## config.mk

```make
export PLATFORM = sky130hd
export DESIGN_NAME = int_level_router
export DESIGN_NICKNAME = d
export VERILOG_FILES = /design/src/rtl/lvl_pkg.sv /design/src/rtl/lvl_ctrl.sv /design/src/rtl/lvl_datapath.sv /design/src/rtl/int_level_router.sv
export SDC_FILE = /design/constraint.sdc
export NUM_CORES = 1
export LEC_CHECK = 0
export ABC_CLOCK_PERIOD_IN_PS = 3600
export BUFFER_PORTS_ARGS = -buffer_cell sky130_fd_sc_hd__buf_4
export CAP_MARGIN = 20
export CORE_ASPECT_RATIO = 0.9
export CORE_MARGIN = 4
export CORE_UTILIZATION = 30
export CTS_CLUSTER_SIZE = 28
export DETAILED_ROUTE_END_ITERATION = 16
export MAX_ROUTING_LAYER = met4
export PLACE_DENSITY = 0.68
export SLEW_MARGIN = 20
export SYNTH_ARGS = -nofsm -noshare
export SYNTH_HDL_FRONTEND = slang
export SYNTH_HIERARCHICAL = 1
export SYNTH_SLANG_ARGS = --single-unit
```

## constraint.sdc

```tcl
create_clock -name clk -period 3.6 [get_ports clk]
set_clock_uncertainty 0.05 [all_clocks]
set_input_delay 0.18 -clock clk [delete_from_list [all_inputs] [get_ports clk]]
set_output_delay 0.18 -clock clk [all_outputs]
set_load 0.02 [all_outputs]
```

## src/rtl/lvl_pkg.sv

```systemverilog
package lvl_pkg;
  localparam int DATA_W = 32;

  // Map positions writable only in LIN operation
  localparam logic [DATA_W-1:0] LIN_ONLY_MASK = 32'hF800_20D0;
  // Map positions writable only in plain asynchronous operation
  localparam logic [DATA_W-1:0] SCI_ONLY_MASK = 32'h0000_0001;
  // Map positions writable in either mode
  localparam logic [DATA_W-1:0] ANY_MODE_MASK = 32'h0700_0302;
  localparam logic [DATA_W-1:0] USED_MASK = LIN_ONLY_MASK | SCI_ONLY_MASK | ANY_MODE_MASK;

  typedef struct packed {
    logic              setStb;
    logic              clrStb;
    logic              rdSel;
    logic [DATA_W-1:0] wrMask;
  } lvlStb_t;
endpackage

```

## src/rtl/lvl_ctrl.sv

```systemverilog
module lvl_ctrl
  import lvl_pkg::*;
#(
  parameter int ADDR_W = 8,
  parameter logic [ADDR_W-1:0] SET_OFS = 8'h14,
  parameter logic [ADDR_W-1:0] CLR_OFS = 8'h18
) (
  input  logic              linMode,
  input  logic [ADDR_W-1:0] busAddr,
  input  logic              busWe,
  output lvlStb_t           stb
);
  logic hitSet;
  logic hitClr;

  always_comb begin
    hitSet = (busAddr == SET_OFS);
    hitClr = (busAddr == CLR_OFS);
    stb.setStb = busWe && hitSet;
    stb.clrStb = busWe && hitClr;
    stb.rdSel  = hitSet || hitClr;
    stb.wrMask = ANY_MODE_MASK | (linMode ? LIN_ONLY_MASK : SCI_ONLY_MASK);
  end
endmodule

```

## src/rtl/lvl_datapath.sv

```systemverilog
module lvl_datapath
  import lvl_pkg::*;
(
  input  logic              clk,
  input  logic              rstN,
  input  lvlStb_t           stb,
  input  logic [DATA_W-1:0] busWdata,
  input  logic [DATA_W-1:0] srcFlag,
  input  logic [DATA_W-1:0] srcEn,
  output logic [DATA_W-1:0] busRdata,
  output logic              int0Out,
  output logic              int1Out
);
  logic [DATA_W-1:0] levelQ;
  logic [DATA_W-1:0] levelD;
  logic [DATA_W-1:0] wrBits;
  logic [DATA_W-1:0] active;

  always_comb begin
    wrBits = busWdata & stb.wrMask;
    levelD = levelQ;
    if (stb.setStb) levelD = levelD | wrBits;
    if (stb.clrStb) levelD = levelD & ~wrBits;
    active = srcFlag & srcEn & USED_MASK;
  end

  always_ff @(posedge clk or negedge rstN) begin
    if (!rstN) begin
      levelQ   <= '0;
      busRdata <= '0;
      int0Out  <= 1'b0;
      int1Out  <= 1'b0;
    end else begin
      levelQ   <= levelD;
      busRdata <= stb.rdSel ? levelQ : '0;
      int0Out  <= |(active & ~levelQ);
      int1Out  <= |(active & levelQ);
    end
  end

  AST_IDLE_STABLE: assert property (@(posedge clk) disable iff (!rstN)
    (!stb.setStb && !stb.clrStb) |=> $stable(levelQ));
  AST_SET_TAKES: assert property (@(posedge clk) disable iff (!rstN)
    stb.setStb |=> ((levelQ & $past(busWdata & stb.wrMask)) == $past(busWdata & stb.wrMask)));
  AST_CLR_TAKES: assert property (@(posedge clk) disable iff (!rstN)
    stb.clrStb |=> ((levelQ & $past(busWdata & stb.wrMask)) == '0));
  AST_READ_LATENCY: assert property (@(posedge clk) disable iff (!rstN)
    stb.rdSel |=> (busRdata == $past(levelQ)));
  AST_UNUSED_ZERO: assert property (@(posedge clk) disable iff (!rstN)
    (busRdata & ~USED_MASK) == '0);
endmodule

```

## src/rtl/int_level_router.sv

```systemverilog
module int_level_router
  import lvl_pkg::*;
#(
  parameter int ADDR_W = 8,
  parameter logic [ADDR_W-1:0] SET_OFS = 8'h14,
  parameter logic [ADDR_W-1:0] CLR_OFS = 8'h18
) (
  input  logic              clk,
  input  logic              rstN,
  input  logic              linMode,
  input  logic [ADDR_W-1:0] busAddr,
  input  logic              busWe,
  input  logic [31:0]       busWdata,
  output logic [31:0]       busRdata,
  input  logic [31:0]       srcFlag,
  input  logic [31:0]       srcEn,
  output logic              int0Out,
  output logic              int1Out
);
  lvlStb_t stb;

  lvl_ctrl #(.ADDR_W(ADDR_W), .SET_OFS(SET_OFS), .CLR_OFS(CLR_OFS)) u_ctrl (
    .linMode (linMode),
    .busAddr (busAddr),
    .busWe   (busWe),
    .stb     (stb)
  );

  lvl_datapath u_dp (
    .clk      (clk),
    .rstN     (rstN),
    .stb      (stb),
    .busWdata (busWdata),
    .srcFlag  (srcFlag),
    .srcEn    (srcEn),
    .busRdata (busRdata),
    .int0Out  (int0Out),
    .int1Out  (int1Out)
  );
endmodule

```

Word-level counts from Yosys, hierarchy flattened

Cells that the tools add are included.

Equality and inequality tests: 2
Muxes and demuxes: 4
Bitwise gates (word level): 8
Reduce and logical (&&, ||, !) cells: 5

Operators by type and width:

| operator                                                         | number |
|---|---|
| 32-bit bitwise AND                                               | 5 |
| 32-bit two-way mux                                               | 4 |
| 32-bit NOT                                                       | 2 |
| 32-bit OR reduction                                              | 2 |
| 32-bit OR                                                        | 1 |
| 8-bit by 5-bit == test with 1-bit output (second input constant) | 2 |
| 1-bit logical AND                                                | 2 |
| 1-bit logical OR                                                 | 1 |

Flip-flop bits (word level): 66
Output and inout port bits: 34
Logic and storage cells: 23

Longest topological paths before layout

Gate-level depths: netlist (run 1).

Depth in word-level cells: 6
Depth in mapped cells: 5
Mapped depth without buffers: 4

Hierarchy

Netlist (run 1), hierarchy kept.

By module, submodules not included:

| module       | times used | cells an instance | area an instance (µm²) | sequential area each (µm²) |
|---|---|---|---|---|
| lvl_datapath | 1          | 213               | 2547.4                 | 1651.6 |
| lvl_ctrl     | 1          | 41                | 306.5                  | 0.0 |

Worst setup path after synthesis (run 1)

OpenSTA, ideal clock, no wires.

Path type: input to register
Start: input busAddr[1]
End: register u_dp.levelQ[0]
Setup time: 0.141 ns
Data arrival time: 1.599 ns
Data required time: 3.409 ns
Path slack: 1.810 ns
Stages: 4
Cells stage by stage: or4b_4 -> nor4_1 -> clkbuf_1 -> a31oi_1

RTL lines:

| what                   | RTL line               | text |
|---|---|---|
| start: declaration     | int_level_router.sv:11 | `input logic [ADDR_W-1:0] busAddr,` |
| end signal: assignment | lvl_datapath.sv:34     | `levelQ <= levelD;` |
| end: declaration       | lvl_datapath.sv:14     | `logic [DATA_W-1:0] levelQ;` |

==> results of run 1 <==
flip-flops by register name, indices dropped and copies added (netlist names):
name / flops
u_dp/busRdata: 32
u_dp/int0Out: 1
u_dp/int1Out: 1
u_dp/levelQ: 32
cells by family after synthesis:
kind of cell / after synthesis / share of synthesized area [%]
DFF: 66 / 57.9
other: 2 / 0.263
buffers and inverters: 42 / 9.60
and+or+nand+nor: 75 / 16.7
xor gates and xnor gates: 1 / 0.307
AOI/OAI and AO/OA: 68 / 15.3
per-stage QoR:
step	cells	area (sq um)	power, uW
global placement	470	3690	904
CTS	503	4080	1610
floorplan	274	2930	829
finish	503	4080	1580
global route	503	4080	1650
detailed placement	470	3690	907
power by group through the flow:
stage / clock [uW] / combinational [uW] / sequential (uW)
after CTS: 701 / 148 / 760
after global routing: 728 / 165 / 762
after detailed placement: 0 / 132 / 775
final: 674 / 147 / 761
after floorplan: 0 / 55.0 / 774
after global placement: 0 / 129 / 775
final cells by class:
class,count,area (sq um)
inverters,2,7.51
flip-flops and latches,66,1650
well taps,122,153
repair buffers,131,1030
fillers,877,5130
clock inverters,7,93.8
clock buffers,9,124
multi-input cells,166,1020
cell usage after synthesis:
| cell type | number | area (sq um) |
|---|---|---|
| inv_1 | 2 | 7.51 |
| nand2_1 | 4 | 15.0 |
| and2_2 | 1 | 7.51 |
| nor4b_2 | 1 | 15.0 |
| clkbuf_1 | 9 | 33.8 |
| nand3_1 | 16 | 80.1 |
| and2_1 | 31 | 194 |
| nand4_1 | 4 | 25.0 |
| a31oi_1 | 64 | 400 |
| conb_1 | 2 | 7.51 |
| o2111ai_1 | 4 | 35.0 |
| buf_4 | 31 | 233 |
| or3b_2 | 1 | 8.76 |
| dfrtp_1 | 66 | 1650 |
| xnor2_1 | 1 | 8.76 |
| or4b_4 | 1 | 13.8 |
| nand3b_1 | 12 | 90.1 |
| or4_1 | 2 | 15.0 |
| nor4_1 | 2 | 12.5 |
per-layer routing:
layer / wire [um] / up-vias / part of all wire, % / track usage (%)
met3: 386 / 10 / 5.1 / 4.20
met5: 0 / - / 0 / -
met4: 106 / 0 / 1.4 / 5.21
met1: 3280 / 1141 / 44 / 16.7
met2: 3740 / 78 / 50 / 24.2
li1: - / 1145 / - / -
worst max-delay path by stage:
stage / start / to / cells past startpoint
final: busAddr[1] / u_dp/levelQ[1] / 6
after global routing: busAddr[1] / u_dp/levelQ[0] / 6
after detailed placement: busAddr[1] / u_dp/levelQ[26] / 6
after global placement: busAddr[1] / u_dp/levelQ[24] / 6
after floorplan: busAddr[1] / u_dp/levelQ[0] / 4
after CTS: busAddr[1] / u_dp/levelQ[26] / 6
critical path, delay by kind of cell:
kind                   cells  cell delay [ns]
and+or+nand+nor            2             1.14
buffers and inverters      2             0.51
AOI/OAI and AO/OA          2             0.28
==> flow_metrics.env, run 1 <==
export IMPL_min_to="u_dp/int1Out"
export IMPL_initial_core_util_pct=31.0
export IMPL_worst_slew_pin_slew_ns=0.831
export IMPL_fp_dieArea_sq_um=11100
export IMPL_period_minus_slack_ns=1.93
export IMPL_p_switching_uw=359
export IMPL_synth_seq_area_share_pct=57.9
export IMPL_swShare_pct=22.7
export IMPL_grt_pass1_vias=2442
export IMPL_hpwl_um=5400
export IMPL_cts_tree="built"
export IMPL_worstHoldPathType="primary input to register"
export IMPL_drc=0
export IMPL_worstHoldPathCells=4
export IMPL_tns_ns=0
export IMPL_clockRootBuffer="clkbuf_8"
export IMPL_io_pins=142
export IMPL_hold_viol=0
export IMPL_overflow=0
export IMPL_antenna_found_initial=0
export IMPL_grt_usage_pct=14.4
export IMPL_gp_congestion=0.800
export IMPL_cts_path_max_buffers=2
export IMPL_via_per_inst=4.72
export IMPL_p_comb_share_pct=9.3
export IMPL_die_w_um=111
export IMPL_holdWs_ns=0.143
export IMPL_cp_arrival_ns=2.13
export IMPL_layout_setup_ws_ns=1.67
export IMPL_fmax_ghz=0.518
export IMPL_rsz0062_at_grt="no"
export IMPL_drive_gt1_share_pct=35.7
export IMPL_internal_power_uw=1220
export IMPL_ys_seq_elements=66
export IMPL_synth_cells=254
export IMPL_grt_max_degree=67
export IMPL_syn_cell_area_sq_um=2850
export IMPL_ff2ff_path_depth=3
export IMPL_path_cells="buf_4 > or4b_4 > nor4b_4 > buf_4 > a31oi_1 > a31oi_1"
export IMPL_report_final_slew_viol_count=0
export IMPL_clk_latency_ns=0.33
export IMPL_r2r_slack_ns=2.23
export IMPL_synthToLayoutAreaGrowth_pct=43.0
export IMPL_vias=2374
export IMPL_hp_start="srcEn[30]"
export IMPL_layout_cells_most_common_list="114 x buf_4, 66 x dfrtp_1, 64 x a31oi_1, 31 x and2_1, 22 x conb_1"
export IMPL_final_common_cell="buf_4"
export IMPL_io_buffers=109
export IMPL_outcome="finished clean"
export IMPL_htreeDepth=3
export IMPL_post_cts_resized=0
export IMPL_final_antenna_net_count=0
export IMPL_finalWirelength_um=7520
export IMPL_fin_nets=484
export IMPL_rr_endpoint="u_dp/int0Out"
export IMPL_max_stage_delay_ns=0.57
export IMPL_clock_sinks=66
export IMPL_leakage_uw=0.00202
export IMPL_fin_util_pct=44.3
export IMPL_rows=33
export IMPL_finalCritPeriodShare_pct=53.6
export IMPL_core_sq_um=9210
export IMPL_startpoint_type="primary input"
export IMPL_ctsHoldBuffers=17
export IMPL_crit_type="primary input to register"
export IMPL_synth_warning_count=6
export IMPL_pwr_share_seq_pct=48.1
export IMPL_drt_iter0_markers=113
export IMPL_powerDensity_nw_per_um2=388
export IMPL_die_h_um=101
export IMPL_numCtsBuffers=9
export IMPL_peakVddDrop_mv=0.255
export IMPL_antenna_cells=0
export IMPL_timing_rr_start="u_dp/levelQ[28]"
export IMPL_p_clk_share_pct=42.6
export IMPL_worst_slew_margin_rel_pct=44.6
export IMPL_cap_violations=0
export IMPL_finalSetupViolations=0
export IMPL_dp_slack_ns=1.30
export IMPL_critPathRequiredTime_ns=3.80
export IMPL_first_pass_iters=4
export IMPL_post_drt_wl_per_cell_um=15.0
export IMPL_grt_pass1_wl_um=12300
export IMPL_synthDistinctLibCells=19
export IMPL_endpoint_kind="register"
export IMPL_cts_clk_slew_worst_paths_ns=0.07
export IMPL_cts_setup_buffers=0
export IMPL_syn_area_per_cell_sq_um=11.2
export IMPL_cp_max_fo=23
export IMPL_slowest_stage="or4b_4"
Power figures use the tool's default switching activity.
==> run 2, diff against run 1 <==
Settings changed: ABC_CLOCK_PERIOD_IN_PS 3600 to 1600, PLACE_DENSITY 0.68 to 0.7.
Clock period 3.6 ns to 1.6 ns, I/O delays scaled along.
==> flow_metrics.env, run 2 (same netlist as run 1, synthesis figures left out) <==
export IMPL_powerDensity_nw_per_um2=824
export IMPL_fin_nets=490
export IMPL_grt_pass1_vias=2491
export IMPL_cts_setup_buffers=0
export IMPL_rsz0062_at_grt="no"
export IMPL_holdWs_ns=0.0558
export IMPL_layout_cells_most_common_list="117 x buf_4, 66 x dfrtp_1, 64 x a31oi_1, 31 x and2_1, 22 x conb_1"
export IMPL_cts_path_max_buffers=2
export IMPL_vias=2409
export IMPL_numCtsBuffers=9
export IMPL_antenna_found_initial=0
export IMPL_cap_violations=0
export IMPL_ctsHoldBuffers=17
export IMPL_busiest_layer="met2"
export IMPL_die_w_um=111
export IMPL_clk_latency_ns=0.33
export IMPL_antenna_cells=0
export IMPL_fp_dieArea_sq_um=11100
export IMPL_final_common_cell="buf_4"
export IMPL_initial_core_util_pct=31.0
export IMPL_period_minus_slack_ns=1.39
export IMPL_path_cells="buf_4 > or4b_4 > nor4b_4 > buf_12 > a31oi_1 > a31oi_1"
export IMPL_peakVddDrop_mv=0.275
export IMPL_clockRootBuffer="clkbuf_8"
export IMPL_finalWirelength_um=7920
export IMPL_cp_arrival_ns=1.59
export IMPL_cts_tree="built"
export IMPL_overflow=0
export IMPL_worstHoldPathType="primary input to register"
export IMPL_gp_congestion=0.844
export IMPL_largest_registers="u_dp/busRdata x32, u_dp/levelQ x32"
export IMPL_clock_sinks=66
export IMPL_first_pass_iters=6
export IMPL_hpwl_um=5820
export IMPL_die_h_um=101
export IMPL_startpoint_type="primary input"
export IMPL_post_drt_wl_per_cell_um=15.6
export IMPL_slowest_stage="or4b_4"
export IMPL_synthToLayoutAreaGrowth_pct=45.0
export IMPL_hold_viol=0
export IMPL_max_stage_delay_ns=0.58
export IMPL_finalCritPeriodShare_pct=87.0
export IMPL_via_per_inst=4.74
export IMPL_drt_iter0_markers=115
export IMPL_fmax_ghz=0.718
export IMPL_grt_max_degree=43
export IMPL_endpoint_kind="register"
export IMPL_rows=33
export IMPL_crit_path_frequent_cell="a31oi_1"
export IMPL_outcome="finished clean"
export IMPL_met3_usage_pct=4.50
export IMPL_leakage_uw=0.00206
export IMPL_critPathRequiredTime_ns=1.80
export IMPL_core_sq_um=9210
export IMPL_grt_util_met1_pct=18.5
export IMPL_power_uw=3410
export IMPL_final_antenna_net_count=0
export IMPL_drc=0
export IMPL_finalSetupViolations=0
export IMPL_htreeDepth=3
export IMPL_crit_type="primary input to register"
export IMPL_cp_max_fo=19
export IMPL_drive_gt1_share_pct=36.0
export IMPL_io_pins=142
export IMPL_met2_usage_pct=23.5
export IMPL_report_final_slew_viol_count=0
export IMPL_grt_usage_pct=15.0
export IMPL_grt_pass1_wl_um=12600
export IMPL_cts_clk_slew_worst_paths_ns=0.07
export IMPL_io_buffers=109
export IMPL_post_cts_resized=0
[run 2: area by class of cell]
| class | instances | area (sq um) |
|---|---|---|
| fill | 855 | 5070 |
| clock inverter | 3 | 40.0 |
| tap | 122 | 153 |
| clock buffer | 12 | 145 |
| sequential | 66 | 1650 |
| multi-input combinational | 166 | 1030 |
| inverter | 2 | 7.51 |
| timing repair buffer | 137 | 1110 |
[run 2: where the power goes]
part           internal (uW)  switching (uW)  leakage, uW
logic                    191             152      0.00105
clock network            750             605    0.0000962
registers               1690            18.7     0.000914
[run 2: final timing paths]
check | from | endpoint | slack [ns] | depth (start not counted)
max reg2reg | u_dp/levelQ[8] | u_dp/int0Out | 0.22 | 3
min reg2reg | u_dp/levelQ[21] | u_dp/busRdata[21] | 0.43 | 1
min in group asynchronous | rstN | u_dp/busRdata[22] | 0.14 | 2
max | busAddr[1] | u_dp/levelQ[7] | 0.21 | 6
min | srcEn[4] | u_dp/int1Out | 0.06 | 4
max in group asynchronous | rstN | u_dp/busRdata[31] | 0.81 | 3
[run 2: per-stage QoR]
stage | cell area, sq um | TNS [ns] | cells | util, % | setup WS, ns
final | 4140 | 0 | 508 | 45.0 | 0.208
after global routing | 4140 | 0 | 508 | 45.0 | 0.140
after CTS | 4140 | 0 | 508 | 45.0 | 0.218
after detailed placement | 3780 | -3.51 | 476 | 41.1 | -0.138
after global placement | 3780 | -2.45 | 476 | 41.1 | -0.0814
after floorplan | 2940 | -1.09 | 274 | - | -0.0781
[run 2: metal layers]
| layer | share of wire (%) | up-vias |
|---|---|---|
| met4 | 1.5 | 0 |
| met5 | 0 | - |
| met3 | 6.9 | 11 |
| li1 | - | 1151 |
| met2 | 47 | 92 |
| met1 | 45 | 1155 |
[run 2: worst max-delay path: cells and delay by family]
kind / cells / cell delay, ns
and+or+nand+nor: 2 / 0.93
AOI/OAI and AO/OA: 2 / 0.25
buffers and inverters: 2 / 0.31
